<file path="config.mk">
export PLATFORM = sky130hd
export DESIGN_NAME = sr_unit
export DESIGN_NICKNAME = d
export VERILOG_FILES = /design/src/rtl/sr_pkg.sv /design/src/rtl/sr_ctrl.sv /design/src/rtl/sr_step.sv /design/src/rtl/sr_flags.sv /design/src/rtl/sr_unit.sv
export SDC_FILE = /design/constraint.sdc
export NUM_CORES = 1
export LEC_CHECK = 0
export BUFFER_PORTS_ARGS = -buffer_cell sky130_fd_sc_hd__buf_4
export CAP_MARGIN = 20
export CORE_MARGIN = 3
export CORE_UTILIZATION = 58
export DETAILED_ROUTE_END_ITERATION = 8
export GPL_ROUTABILITY_DRIVEN = 0
export GPL_TIMING_DRIVEN = 0
export PLACE_DENSITY = 0.86
export SLEW_MARGIN = 20
export SYNTH_ARGS = -nofsm -noshare
export SYNTH_HDL_FRONTEND = slang
export SYNTH_SLANG_ARGS = --single-unit
</file>
<file path="constraint.sdc">
create_clock -name clk -period 5.2 [get_ports clk]
set_clock_uncertainty 0.15 [all_clocks]
set_input_delay 0.78 -clock clk [delete_from_list [all_inputs] [get_ports clk]]
set_output_delay 0.78 -clock clk [all_outputs]
set_load 0.005 [all_outputs]
</file>
<file path="src/rtl/sr_pkg.sv">
package sr_pkg;

  typedef enum logic [2:0] {
    OP_SHL  = 3'd0,
    OP_SHR  = 3'd1,
    OP_SAR  = 3'd2,
    OP_ROL  = 3'd3,
    OP_ROR  = 3'd4,
    OP_RCL  = 3'd5,
    OP_RCR  = 3'd6,
    OP_NONE = 3'd7
  } sr_op_e;

  localparam int FLAG_W = 5;
  localparam int FL_CF  = 0;
  localparam int FL_OF  = 1;
  localparam int FL_PF  = 2;
  localparam int FL_SF  = 3;
  localparam int FL_ZF  = 4;

  // Which flags each operation writes.
  function automatic logic [FLAG_W-1:0] upd_mask(input sr_op_e op);
    logic [FLAG_W-1:0] m;
    case (op)
      OP_SHL, OP_SHR, OP_RCL, OP_RCR: m = 5'b11111;
      OP_SAR:                         m = 5'b11101;
      OP_ROL, OP_ROR:                 m = 5'b00011;
      default:                        m = 5'b00000;
    endcase
    return m;
  endfunction

endpackage

</file>
<file path="src/rtl/sr_ctrl.sv">
module sr_ctrl #(
  parameter int CNT_W = 5
) (
  input  logic             clk,
  input  logic             rst_n,
  input  logic             start,
  input  logic [CNT_W-1:0] count,
  input  logic             skip,
  output logic             load,
  output logic             busy,
  output logic             done
);

  logic [CNT_W-1:0] rem_q;
  logic             busy_q;
  logic             done_q;
  logic             zero_run;
  logic             last_step;

  assign load      = start & ~busy_q;
  assign zero_run  = skip | (count == '0);
  assign last_step = busy_q && (rem_q == CNT_W'(1));

  always_ff @(posedge clk or negedge rst_n) begin
    if (!rst_n) begin
      rem_q  <= '0;
      busy_q <= 1'b0;
      done_q <= 1'b0;
    end else begin
      done_q <= 1'b0;
      if (load) begin
        if (zero_run) begin
          done_q <= 1'b1;
        end else begin
          busy_q <= 1'b1;
          rem_q  <= count;
        end
      end else if (busy_q) begin
        rem_q <= rem_q - CNT_W'(1);
        if (last_step) begin
          busy_q <= 1'b0;
          done_q <= 1'b1;
        end
      end
    end
  end

  assign busy = busy_q;
  assign done = done_q;

  // completion never overlaps with stepping
  assert_done_idle_R10: assert property (@(posedge clk) disable iff (!rst_n)
    done |-> !busy);

  // the engine stays busy until its remaining count reaches one
  assert_busy_holds_R10: assert property (@(posedge clk) disable iff (!rst_n)
    (busy && rem_q != CNT_W'(1)) |=> busy);

  // the remaining count is never zero while stepping
  assert_rem_live_R10: assert property (@(posedge clk) disable iff (!rst_n)
    busy |-> rem_q != '0);

  // a zero-length request completes at the next edge
  assert_zero_done_R6: assert property (@(posedge clk) disable iff (!rst_n)
    (load && zero_run) |=> (done && !busy));

endmodule

</file>
<file path="src/rtl/sr_step.sv">
module sr_step
  import sr_pkg::*;
#(
  parameter int DATA_W = 16
) (
  input  logic              clk,
  input  logic              rst_n,
  input  logic              en,
  input  sr_op_e            op,
  input  logic              wide,
  input  logic [DATA_W-1:0] d,
  input  logic              cf,
  output logic [DATA_W-1:0] d_nxt,
  output logic              cf_nxt
);

  localparam int HALF_W = DATA_W / 2;

  function automatic logic [DATA_W-1:0] size_mask(input logic w);
    return w ? {DATA_W{1'b1}} : {{(DATA_W-HALF_W){1'b0}}, {HALF_W{1'b1}}};
  endfunction

  // Places bit b at the top position of the selected size.
  function automatic logic [DATA_W-1:0] put_top(input logic w, input logic b);
    logic [DATA_W-1:0] v;
    v = '0;
    if (w) v[DATA_W-1] = b;
    else   v[HALF_W-1] = b;
    return v;
  endfunction

  logic              msb;
  logic              lsb;
  logic [DATA_W-1:0] up;
  logic [DATA_W-1:0] dn;

  always_comb begin
    msb = wide ? d[DATA_W-1] : d[HALF_W-1];
    lsb = d[0];
    up  = (d << 1) & size_mask(wide);
    dn  = d >> 1;
    case (op)
      OP_SHL: begin d_nxt = up;                        cf_nxt = msb; end
      OP_SHR: begin d_nxt = dn;                        cf_nxt = lsb; end
      OP_SAR: begin d_nxt = dn | put_top(wide, msb);   cf_nxt = lsb; end
      OP_ROL: begin d_nxt = up | DATA_W'(msb);         cf_nxt = msb; end
      OP_ROR: begin d_nxt = dn | put_top(wide, lsb);   cf_nxt = lsb; end
      OP_RCL: begin d_nxt = up | DATA_W'(cf);          cf_nxt = msb; end
      OP_RCR: begin d_nxt = dn | put_top(wide, cf);    cf_nxt = lsb; end
      default: begin d_nxt = d;                        cf_nxt = cf;  end
    endcase
  end

  // a through-carry step neither creates nor loses a one across the ring
  assert_ring_ones_R5: assert property (@(posedge clk) disable iff (!rst_n)
    (en && (op == OP_RCL || op == OP_RCR)) |->
      ($countones(d_nxt) + int'(cf_nxt) == $countones(d) + int'(cf)));

endmodule

</file>
<file path="src/rtl/sr_flags.sv">
module sr_flags
  import sr_pkg::*;
#(
  parameter int DATA_W = 16,
  parameter int CNT_W  = 5
) (
  input  sr_op_e            op,
  input  logic              wide,
  input  logic [CNT_W-1:0]  count,
  input  logic [DATA_W-1:0] data,
  input  logic              cf,
  input  logic              orig_msb,
  input  logic [FLAG_W-1:0] flags_in,
  output logic [FLAG_W-1:0] flags_out,
  output logic [FLAG_W-1:0] flag_upd
);

  localparam int HALF_W = DATA_W / 2;

  function automatic logic even_parity(input logic [HALF_W-1:0] b);
    return ~^b;
  endfunction

  function automatic logic one_bit_of(input sr_op_e o, input logic top,
                                      input logic next, input logic c,
                                      input logic om, input logic prev);
    case (o)
      OP_SHL, OP_ROL, OP_RCL: return top ^ c;
      OP_SHR:                 return om;
      OP_ROR, OP_RCR:         return top ^ next;
      default:                return prev;
    endcase
  endfunction

  logic              skip;
  logic              top;
  logic              next;
  logic [FLAG_W-1:0] vec;

  always_comb begin
    skip = (op == OP_NONE) || (count == '0);
    top  = wide ? data[DATA_W-1] : data[HALF_W-1];
    next = wide ? data[DATA_W-2] : data[HALF_W-2];
    vec        = '0;
    vec[FL_CF] = cf;
    vec[FL_PF] = even_parity(data[HALF_W-1:0]);
    vec[FL_SF] = top;
    vec[FL_ZF] = wide ? (data == '0) : (data[HALF_W-1:0] == '0);
    vec[FL_OF] = (count == CNT_W'(1))
               ? one_bit_of(op, top, next, cf, orig_msb, flags_in[FL_OF])
               : flags_in[FL_OF];
    flag_upd  = skip ? '0 : upd_mask(op);
    flags_out = (vec & flag_upd) | (flags_in & ~flag_upd);
  end

endmodule

</file>
<file path="src/rtl/sr_unit.sv">
module sr_unit
  import sr_pkg::*;
#(
  parameter int DATA_W = 16,
  parameter int CNT_W  = 5
) (
  input  logic              clk,
  input  logic              rst_n,
  input  logic              start,
  input  logic [2:0]        op,
  input  logic              wide,
  input  logic [DATA_W-1:0] operand,
  input  logic [CNT_W-1:0]  count,
  input  logic [4:0]        flags_in,
  output logic              busy,
  output logic              done,
  output logic [DATA_W-1:0] result,
  output logic [4:0]        flags_out,
  output logic [4:0]        flag_upd
);

  localparam int HALF_W = DATA_W / 2;

  function automatic logic [DATA_W-1:0] trim(input logic w, input logic [DATA_W-1:0] v);
    return w ? v : {{(DATA_W-HALF_W){1'b0}}, v[HALF_W-1:0]};
  endfunction

  sr_op_e            op_in;
  sr_op_e            op_q;
  logic              wide_q;
  logic [CNT_W-1:0]  cnt_q;
  logic [FLAG_W-1:0] fin_q;
  logic [DATA_W-1:0] opnd_q;
  logic [DATA_W-1:0] data_q;
  logic              cf_q;
  logic [DATA_W-1:0] data_nxt;
  logic              cf_nxt;
  logic              load;
  logic              orig_msb;

  assign op_in = sr_op_e'(op);

  sr_ctrl #(.CNT_W(CNT_W)) u_ctrl (
    .clk   (clk),
    .rst_n (rst_n),
    .start (start),
    .count (count),
    .skip  (op_in == OP_NONE),
    .load  (load),
    .busy  (busy),
    .done  (done)
  );

  sr_step #(.DATA_W(DATA_W)) u_step (
    .clk    (clk),
    .rst_n  (rst_n),
    .en     (busy),
    .op     (op_q),
    .wide   (wide_q),
    .d      (data_q),
    .cf     (cf_q),
    .d_nxt  (data_nxt),
    .cf_nxt (cf_nxt)
  );

  always_ff @(posedge clk or negedge rst_n) begin
    if (!rst_n) begin
      op_q   <= OP_NONE;
      wide_q <= 1'b1;
      cnt_q  <= '0;
      fin_q  <= '0;
      opnd_q <= '0;
      data_q <= '0;
      cf_q   <= 1'b0;
    end else if (load) begin
      op_q   <= op_in;
      wide_q <= wide;
      cnt_q  <= count;
      fin_q  <= flags_in;
      opnd_q <= trim(wide, operand);
      data_q <= trim(wide, operand);
      cf_q   <= flags_in[FL_CF];
    end else if (busy) begin
      data_q <= data_nxt;
      cf_q   <= cf_nxt;
    end
  end

  assign orig_msb = wide_q ? opnd_q[DATA_W-1] : opnd_q[HALF_W-1];

  sr_flags #(.DATA_W(DATA_W), .CNT_W(CNT_W)) u_flags (
    .op        (op_q),
    .wide      (wide_q),
    .count     (cnt_q),
    .data      (data_q),
    .cf        (cf_q),
    .orig_msb  (orig_msb),
    .flags_in  (fin_q),
    .flags_out (flags_out),
    .flag_upd  (flag_upd)
  );

  assign result = data_q;

  // a finished plain rotate keeps the operand's count of ones
  assert_rot_ones_R4: assert property (@(posedge clk) disable iff (!rst_n)
    (done && (op_q == OP_ROL || op_q == OP_ROR)) |->
      ($countones(result) == $countones(opnd_q)));

  // byte results never carry bits in the upper half
  assert_byte_upper_R9: assert property (@(posedge clk) disable iff (!rst_n)
    (done && !wide_q) |-> (result[DATA_W-1:HALF_W] == '0));

  // a zero-length run leaves the operand as it was
  assert_zero_keep_R6: assert property (@(posedge clk) disable iff (!rst_n)
    (done && (cnt_q == '0 || op_q == OP_NONE)) |-> (result == opnd_q && flag_upd == '0));

endmodule

</file>
==> results of run 1 <==
[cell type report]
| cell class | count | area (um2) | area share, % |
|---|---|---|---|
| buffer | 24 | 125.1 | 4.016 |
| clock buffer | 8 | 80.08 | 2.570 |
| inverter | 13 | 48.80 | 1.566 |
| multi-input combinational | 223 | 1350 | 43.33 |
| sequential | 40 | 1006 | 32.29 |
| tap | 50 | 62.56 | 2.008 |
| timing repair buffer | 59 | 442.9 | 14.22 |
[worst reg2reg max path: cells and delay by family, from the launching register on]
family,cells,cell delay [ns]
AND/OR/NAND/NOR,2,0.28
buffers and inverters,3,1.08
AO/OA/AOI/OAI,1,0.09
flip-flops,1,0.38
[layer usage]
metal	part of all wire, %	vias to the layer above
met5	0	-
met4	1.8	0
met3	7.1	18
met2	45	113
met1	46	1157
li1	-	1200
[metrics by stage]
step / worst slack (ns) / total power [uW] / hold WS [ns]
detailed placement: 2.450 / 1952 / 0.3114
global route: 2.059 / 2338 / 0.3333
global placement: 2.456 / 1904 / 0.3039
floorplan: 2.732 / 1478 / 0.2901
CTS: 2.137 / 2156 / 0.3210
finish: 2.146 / 2165 / 0.3040
[cells in the mapped netlist (4+ instances only)]
library cell / instances / area share (%)
and3_1: 7 / 1.7
dfstp_2: 4 / 4.2
ha_1: 6 / 3.0
a21oi_1: 14 / 2.8
buf_2: 4 / 0.79
nand2b_1: 5 / 1.2
mux2i_1: 6 / 2.4
nand3_1: 11 / 2.2
o21ai_0: 32 / 6.3
clkbuf_1: 13 / 1.9
a31oi_1: 5 / 1.2
a311oi_1: 13 / 4.5
inv_1: 13 / 1.9
nand2_1: 63 / 9.3
dfrtp_1: 36 / 36
nor3_1: 4 / 0.79
o21ai_1: 5 / 0.99
mux2_2: 4 / 1.8
nor2_1: 9 / 1.3
[where the power goes]
group	switching, uW	total [uW]	leakage [uW]	internal, uW
clock	104	199	0.0000395	95.3
sequential	165	647	0.000482	482
combinational	673	1320	0.000933	646
[worst paths after layout]
check | start | endpoint | slack [ns] | cells after the start
max reg2reg | u_ctrl.busy | result[1] | 3.15 | 6
min | rst_n | result[12] | 0.30 | 1
max | cnt_q[1] | flags_out[3] | 2.15 | 4
min reg2reg | fin_q[1] | fin_q[1] | 0.33 | 2
min in group clk | fin_q[1] | fin_q[1] | 0.33 | 2
max in group asynchronous | rst_n | op_q[0] | 4.23 | 1
[logic make-up after synthesis]
group	Yosys count
buf+inv	37
xor+xnor	5
mux	11
compound gates	85
fa+ha+maj	6
simple gates	116
flops	40
[sequential cells by signal, indices dropped and copies added, names as in the netlist, 2 cells and up]
name and count:
opnd_q 2, fin_q 5, result 16, u_ctrl.rem_q 5
cnt_q 5, op_q 3
==> run_results.csv, run 1 <==
group,metric,value,unit
outcome,status,"complete, no violations",
worst_setup_path,path_cells,"or4_4 > o221ai_2 > mux2_2 > buf_4",
grt,grt_pass1_vias,2337,
worst_setup_path,critical_path_buf_inv_count,1,
routing,antenna_left,0,
sta,min_period_over_period,58.73,%
worst_setup_path,crit_family,"simple AND/OR/NAND/NOR gates",
routing,vias,2488,
routing,wl_per_cell,15.97,um
logic_synthesis,yosys.area_share.simple,21.71,%
logic_synthesis,synth-compound-area-share,22.35,%
grt,grt_pass1_wl,11030,um
sta,finalHoldViolCount,0,
sta,rsz0062_at_grt,"false",
floorplanning,chipWidth,72.05,um
logic_synthesis,synth_top_family_by_area,"compound AO/OA/AOI/OAI gates",
layout,syn_to_final_growth,23.15,%
worst_setup_path,arrival,2.12,ns
place,dp.final_hpwl,4906,um
worst_hold_path,worstHoldPathType,"in2async",
clock_network,cts_tree,"done",
logic_synthesis,synth_cell_types,50,
clock_network,cts.path.max_buffers,2,
layout,drive_gt1_share,24.52,%
place,placed_area,0.003035,mm2
sta,setup_tns,0,ns
worst_setup_path,criticalPathCategory,"reg2out",
clock_network,cts_resized,0,
logic_synthesis,ys_warn_count,0,
clock_network,clock_tree.root_cell,"clkbuf_8",
logic_synthesis,ys_ff_latch,40,
grt,grtUsageMet2,41.02,%
grt,grt_max_degree,41,
clock_network,numCtsBuffers,5,
logic_synthesis,async_flop_share,100.0,%
routing,vias_per_cell,5.966,
clock_network,cts_hold_buffers,0,
logic_synthesis,synthCells,300,
floorplanning,die_area,0.005190,mm2
sta,worst-slew-pin-transition,0.5311,ns
routing,drc,0,
worst_setup_path,start_kind,"register",
logic_synthesis,synth_xor_area_share,1.731,%
routing,drt-initial-drc-count,243,
sta,fin_crit,3.054,ns
logic_synthesis,syn-cell-area,0.002530,mm2
routing,firstDrtPassIters,5,
layout,num_antenna_cells,0,
grt,grt-ovfl-total,0,
clock_network,clk_pin_slew_worst_paths,0.08,ns
logic_synthesis,synth_seq_area_share,39.76,%
worst_setup_path,critPathMaxFanout,6,
floorplanning,start_util,61.48,%
power_and_ir_drop,power_leakage,0.001455,uW
place,io_buffers,59,
floorplanning,io_pins,61,
worst_setup_path,end_kind,"output pin",
worst_setup_path,crit_path_top_delay_cell,"or4_4",
worst_setup_path,required,4.27,ns
grt,top_usage_layer,"met2",
clock_network,post-cts-setup-buffers,0,
sta,finalSetupViolCount,0,
power_and_ir_drop,peakVddDrop,0.3937,mV
logic_synthesis,syn_nets,339,
logic_synthesis,synth_ff_type,"dfrtp_1",
routing,drt-total-wl,6661,um
layout,final_cell_mix,"nand2_1 (63), buf_4 (61), dfrtp_1 (36)",
grt,grt_util_met3,4.986,%
clock_network,clk_latency,0.29,ns
logic_synthesis,avgSynthCellArea,8.433,um2
layout,fin_nets,405,
layout,final_common_cell,"nand2_1",
logic_synthesis,synth.area.mux_share,4.599,%
power_and_ir_drop,power_density,694.8,mW/mm2
worst_setup_path,slowest_delay,0.56,ns
grt,use_met1,38.13,%
sta,drv_slew,0,
sta,fmax,327.4,MHz
sta,relSlewSlack,64.59,%
layout,final_core_util,75.71,%
logic_synthesis,synth_fa_ha_area_share,2.967,%
clock_network,cts_sinks,40,
layout,final_cells,417,
layout,finish.instance_area,0.003115,mm2
grt,antenna_found_initial,0,
logic_synthesis,synth_edf_count,0,
layout,num-fill-cells,339,
floorplanning,dieHeight,72.05,um
floorplanning,std_cell_rows,23,
floorplanning,core,0.004115,mm2
grt,grt_use_total,26.76,%
place,dpl.cell_count,409,
flow_run,maxCapViolCount,0,
clock_network,h-tree-depth,2,
No activity file was read; power rests on OpenSTA's default activity.
==> inputs of run 2 (changes only) <==
--- a/config.mk
+++ b/config.mk
@@ -8,11 +8,11 @@
 export BUFFER_PORTS_ARGS = -buffer_cell sky130_fd_sc_hd__buf_4
 export CAP_MARGIN = 20
 export CORE_MARGIN = 3
-export CORE_UTILIZATION = 58
+export CORE_UTILIZATION = 49
 export DETAILED_ROUTE_END_ITERATION = 8
 export GPL_ROUTABILITY_DRIVEN = 0
 export GPL_TIMING_DRIVEN = 0
-export PLACE_DENSITY = 0.86
+export PLACE_DENSITY = 0.77
 export SLEW_MARGIN = 20
 export SYNTH_ARGS = -nofsm -noshare
 export SYNTH_HDL_FRONTEND = slang
==> constraint.sdc (replaced) <==
create_clock -name clk -period 2.6 [get_ports clk]
set_clock_uncertainty 0.15 [all_clocks]
set_input_delay 0.39 -clock clk [delete_from_list [all_inputs] [get_ports clk]]
set_output_delay 0.39 -clock clk [all_outputs]
set_load 0.005 [all_outputs]
==> run_results.csv, run 2 (same netlist as run 1, synthesis figures left out) <==
group,metric,value,unit
power_and_ir_drop,p_int,2534,uW
worst_setup_path,path_cells,"or4_4 > o221ai_4 > mux2_2 > buf_4",
floorplanning,core,0.004848,mm2
worst_setup_path,critPathCapture,"flags_out[3]",
layout,fin_nets,408,
grt,grt_pass1_vias,2343,
outcome,status,"complete, no violations",
layout,num_antenna_cells,0,
clock_network,cts.path.max_buffers,2,
floorplanning,start_util,52.18,%
worst_setup_path,r2r_setup_slack,0.58,ns
power_and_ir_drop,p_sw,1920,uW
place,io_buffers,59,
power_and_ir_drop,p_seq_share,29.1,%
worst_setup_path,slowest_delay,0.58,ns
power_and_ir_drop,switching_share,43.10,%
layout,drive_gt1_share,26.22,%
clock_network,clock_tree.root_cell,"clkbuf_8",
worst_setup_path,critical_path_buf_inv_count,1,
worst_setup_path,criticalPathCategory,"reg2out",
flow_run,maxCapViolCount,0,
power_and_ir_drop,power_leakage,0.001486,uW
sta,fmax,395.3,MHz
sta,finalHoldViolCount,0,
worst_setup_path,critical_path_cell_count,4,
layout,final_cell_mix,"nand2_1 (63), buf_4 (62), dfrtp_1 (36)",
floorplanning,io_pins,61,
layout,largest_reg_flops,16,
worst_setup_path,worstSetupStartpoint,"cnt_q[1]",
floorplanning,die_area,0.006061,mm2
sta,worst-slew-pin-transition,0.5289,ns
worst_setup_path,critPathMaxFanout,3,
worst_setup_path,r2r_cells,6,
worst_setup_path,end_kind,"output pin",
worst_setup_path,required,2.06,ns
sta,finalSetupViolCount,0,
routing,vias_per_cell,5.611,
clock_network,cts_tree,"done",
grt,antenna_found_initial,0,
clock_network,clk_pin_slew_worst_paths,0.09,ns
layout,final_cells,437,
worst_hold_path,min_path_cells,3,
power_and_ir_drop,peakVddDrop,0.7767,mV
power_and_ir_drop,power_density,1388,mW/mm2
routing,firstDrtPassIters,5,
routing,drt-total-wl,6749,um
layout,finish.instance_area,0.003208,mm2
floorplanning,dieHeight,77.86,um
grt,grt-ovfl-total,0,
worst_setup_path,start_kind,"register",
worst_setup_path,crit_family,"simple AND/OR/NAND/NOR gates",
place,dp.final_hpwl,4972,um
grt,grt_use_total,23.23,%
worst_setup_path,arrival,1.99,ns
sta,relSlewSlack,64.74,%
worst_setup_path,rr_startpoint,"u_ctrl.busy",
grt,grt_max_degree,41,
routing,antenna_left,0,
layout,final_common_cell,"nand2_1",
sta,fin_crit,2.530,ns
routing,drc,0,
sta,drv_slew,0,
place,placed_area,0.003057,mm2
worst_setup_path,timing.rr.end,"result[7]",
floorplanning,chipWidth,77.86,um
worst_hold_path,holdCritStartpoint,"operand[4]",
clock_network,cts_sinks,40,
grt,grt_pass1_wl,11320,um
worst_hold_path,worstHoldPathType,"in2reg",
sta,rsz0062_at_grt,"true",
sta,min_period_over_period,97.30,%
clock_network,h-tree-depth,2,
clock_network,numCtsBuffers,5,
routing,vias,2452,
layout,syn_to_final_growth,26.81,%
floorplanning,std_cell_rows,25,
clock_network,clk_latency,0.30,ns
power_and_ir_drop,combPwrFrac,61.2,%
routing,wl_per_cell,15.44,um
routing,drt-initial-drc-count,240,
power_and_ir_drop,clkPwrFrac,9.7,%
place,dpl.cell_count,426,
worst_setup_path,crit_path_top_delay_cell,"or4_4",
==> run 2: cell types whose count changed in the layout (fill, tap and decap cells not counted), sizes merged <==
| cell | change |
|---|---|
| buf | +2 |
| dlygate4sd3 | +1 |
| clkinv | +2 |
| clkbuf | -2 |
==> run 2: worst min-delay path by stage <==
stage	end	slack [ns]
final	result[4]	0.13
after global routing	result[4]	0.14
after CTS	fin_q[1]	0.13
after detailed placement	u_ctrl.rem_q[0]	0.25
after global placement	u_ctrl.rem_q[2]	0.25
after floorplan	cf_q	-0.06
==> run 2: final cells by class <==
| cell class | count | area (um2) |
|---|---|---|
| tap | 67 | 83.83 |
| clock inverter | 2 | 10.01 |
| inverter | 13 | 48.80 |
| clock buffer | 6 | 82.58 |
| fill | 426 | 1640 |
| timing repair buffer | 62 | 471.7 |
| buffer | 24 | 125.1 |
| multi-input combinational | 223 | 1380 |
| sequential | 40 | 1006 |
==> run 2: through the flow <==
| stage | hold slack (ns) | power, uW | utilization (%) | setup TNS [ns] | setup slack, ns |
|---|---|---|---|---|---|
| final | 0.1293 | 4454 | 66.17 | 0 | 0.07016 |
| after global routing | 0.1384 | 4849 | 66.17 | -0.02600 | -0.02600 |
| after CTS | 0.1266 | 4420 | 65.75 | 0 | 0.01684 |
| after detailed placement | 0.2521 | 3899 | 63.05 | 0 | 0.2242 |
| after global placement | 0.2471 | 3843 | 63.05 | 0 | 0.2028 |
| after floorplan | -0.05559 | 2957 | - | 0 | 0.5221 |
==> run 2: power groups by stage <==
stage	Clock (uW)	Combinational, uW	Sequential, uW
6_report	433	2720	1300
5_1_grt	470	3030	1350
4_1_cts	445	2690	1280
3_5_place_dp	0	2610	1290
3_3_place_gp	0	2560	1280
2_1_floorplan	0	1750	1210
==> run 2: worst register-to-register path, stage by stage (launching register included) <==
cell and delay (ns):
dfrtp_1 0.34, buf_2 0.23, nand2b_1 0.13, clkbuf_1 0.31
clkbuf_1 0.40, o21ai_0 0.19, a22oi_1 0.18
==> run 2: what timing repair did <==
action	CTS	global route
hold buffers	1	0
hold endpoints to repair	36	0
setup endpoints to repair	2	2
buffers inserted	2	0
resized for setup	2	3
pin swaps	1	1
==> run 2: layer usage <==
metal	share of wire, %	vias to the layer above	GRT usage [%]	routed length [um]
met1	45	1135	33.09	3060
met4	1.6	0	6.940	111
li1	-	1203	-	-
met2	46	103	35.62	3095
met3	7.2	11	4.524	483
met5	0	-	0	0
==> inputs of run 3 (changes only) <==
--- a/config.mk
+++ b/config.mk
@@ -6,13 +6,13 @@
 export NUM_CORES = 1
 export LEC_CHECK = 0
 export BUFFER_PORTS_ARGS = -buffer_cell sky130_fd_sc_hd__buf_4
-export CAP_MARGIN = 20
 export CORE_MARGIN = 3
 export CORE_UTILIZATION = 49
 export DETAILED_ROUTE_END_ITERATION = 8
 export GPL_ROUTABILITY_DRIVEN = 0
 export GPL_TIMING_DRIVEN = 0
 export PLACE_DENSITY = 0.77
+export SETUP_SLACK_MARGIN = 0.4
 export SLEW_MARGIN = 20
 export SYNTH_ARGS = -nofsm -noshare
 export SYNTH_HDL_FRONTEND = slang
==> run_results.csv, run 3 (same netlist as run 1, synthesis figures left out) <==
group,metric,value,unit
routing,vias,2455,
place,io_buffers,59,
outcome,status,"complete, no violations",
routing,routed-wl-met3,475,um
clock_network,h-tree-depth,2,
routing,drt-initial-drc-count,236,
layout,final_common_cell,"nand2_1",
routing,firstDrtPassIters,4,
sta,finalSetupViolCount,0,
routing,wl_met2,3133,um
flow_run,maxCapViolCount,0,
grt,grt_pass1_wl,11460,um
grt,antenna_found_initial,0,
routing,drt-total-wl,6779,um
floorplanning,std_cell_rows,25,
worst_setup_path,end_kind,"output pin",
floorplanning,io_pins,61,
grt,grt-ovfl-total,0,
worst_setup_path,arrival,2.03,ns
sta,finalHoldViolCount,0,
routing,antenna_left,0,
clock_network,numCtsBuffers,5,
worst_setup_path,required,2.06,ns
sta,worst-slew-pin-transition,0.5070,ns
worst_setup_path,rr_startpoint,"u_ctrl.busy",
worst_setup_path,criticalPathCategory,"reg2out",
sta,fmax,389.6,MHz
clock_network,cts_tree,"done",
worst_hold_path,worstHoldPathType,"in2reg",
routing,vias_per_cell,5.605,
routing,drt-met1-wl,3054,um
place,dp.final_hpwl,4972,um
layout,area.sequential,0.001006,mm2
sta,rsz0062_at_grt,"true",
floorplanning,chipWidth,77.86,um
sta,drv_slew,0,
routing,wl_per_cell,15.48,um
clock_network,clock_tree.root_cell,"clkbuf_8",
routing,drc,0,
layout,fin_nets,409,
layout,multi_input_area,0.001401,mm2
routing,top_layer,"met4",
worst_hold_path,holdCritStartpoint,"operand[4]",
power_and_ir_drop,power_leakage,0.001502,uW
sta,relSlewSlack,66.20,%
layout,syn_to_final_growth,28.29,%
clock_network,clk_latency,0.30,ns
clock_network,clk_pin_slew_worst_paths,0.08,ns
grt,grt_use_total,23.53,%
sta,setup_tns,0,ns
power_and_ir_drop,peakVddDrop,0.8316,mV
power_and_ir_drop,total_power,4532,uW
power_and_ir_drop,power_density,1396,mW/mm2
sta,fin_crit,2.567,ns
floorplanning,core,0.004848,mm2
grt,grt_pass1_vias,2380,
layout,largest_reg_flops,16,
floorplanning,die_area,0.006061,mm2
clock_network,cts_sinks,40,
sta,hold_ws,0.1324,ns
sta,min_period_over_period,98.73,%
worst_setup_path,critPathMaxFanout,3,
clock_network,cts.path.max_buffers,2,
layout,num_antenna_cells,0,
layout,drive_gt1_share,27.22,%
layout,num-fill-cells,424,
floorplanning,start_util,52.18,%
worst_setup_path,start_kind,"register",
worst_setup_path,worstSetupStartpoint,"cnt_q[4]",
grt,grt_max_degree,41,
floorplanning,dieHeight,77.86,um
layout,final_cell_mix,"nand2_1 (63), buf_4 (61), dfrtp_1 (36)",
## run 3: changes by cell type in the layout (fill, tap and decap cells not counted)
cell,delta
buf_4,-1
buf_6,+2
a211oi_2,-1
nor2_1,-1
mux2_4,+1
mux2_2,-1
clkbuf_1,-1
nor2b_1,-1
nor2b_2,+1
a211oi_4,+1
nor2_4,+1
clkbuf_2,+1
## run 3: report_power, final
group | total (uW) | switching (uW) | leakage [uW] | internal, uW
Sequential | 1300 | 339 | 0.000482 | 964
Clock | 429 | 218 | 0.0000510 | 212
Combinational | 2800 | 1400 | 0.000969 | 1400
## run 3: timing repair
action / CTS / global route
resized for setup: 9 / 5
hold endpoints to repair: 36 / 0
setup endpoints to repair: 8 / 12
pin swaps: 2 / 0
setup buffers: 3 / 0
hold buffers: 1 / 0
## run 3: final timing paths
path | endpoint | slack [ns] | cells past startpoint
hold / removal | result[4] | 0.13 | 3
hold reg to reg | fin_q[1] | 0.33 | 2
setup / recovery | flags_out[4] | 0.03 | 6
setup reg to reg | result[7] | 0.59 | 6
min in group asynchronous | u_ctrl.rem_q[0] | 0.45 | 2
max in group asynchronous | op_q[2] | 1.47 | 2
## run 3: cell type report
| class | instances | share of cell area [%] |
|---|---|---|
| Sequential cell | 40 | 30.99 |
| Inverter | 13 | 1.503 |
| Buffer | 24 | 3.894 |
| Clock inverter | 2 | 0.3084 |
| Clock buffer | 6 | 2.544 |
| Timing Repair Buffer | 63 | 15.00 |
| Multi-Input combinational cell | 223 | 43.18 |
| Tap cell | 67 | 2.583 |
## run 3: layer usage
metal,track usage [%],vias to the layer above
met3,5.104,11
met4,8.185,0
li1,-,1203
met5,0,-
met1,33.01,1148
met2,35.70,93
## run 3: critical path, cell delays in order (launching register included)
cell and delay (ns):
dfrtp_1 0.38, or4_4 0.58, o221ai_4 0.27, buf_6 0.16
a211oi_4 0.04, a21o_1 0.19, buf_6 0.11
## run 3: per-stage QoR
step / instances / utilization, % / setup slack [ns] / instance area [um2]
floorplan: 300 / - / 0.5221 / 2530
global placement: 426 / 63.05 / 0.2028 / 3057
detailed placement: 426 / 63.05 / 0.2242 / 3057
CTS: 438 / 66.45 / 0.04362 / 3222
global route: 438 / 66.94 / -0.02433 / 3246
finish: 438 / 66.94 / 0.03311 / 3246
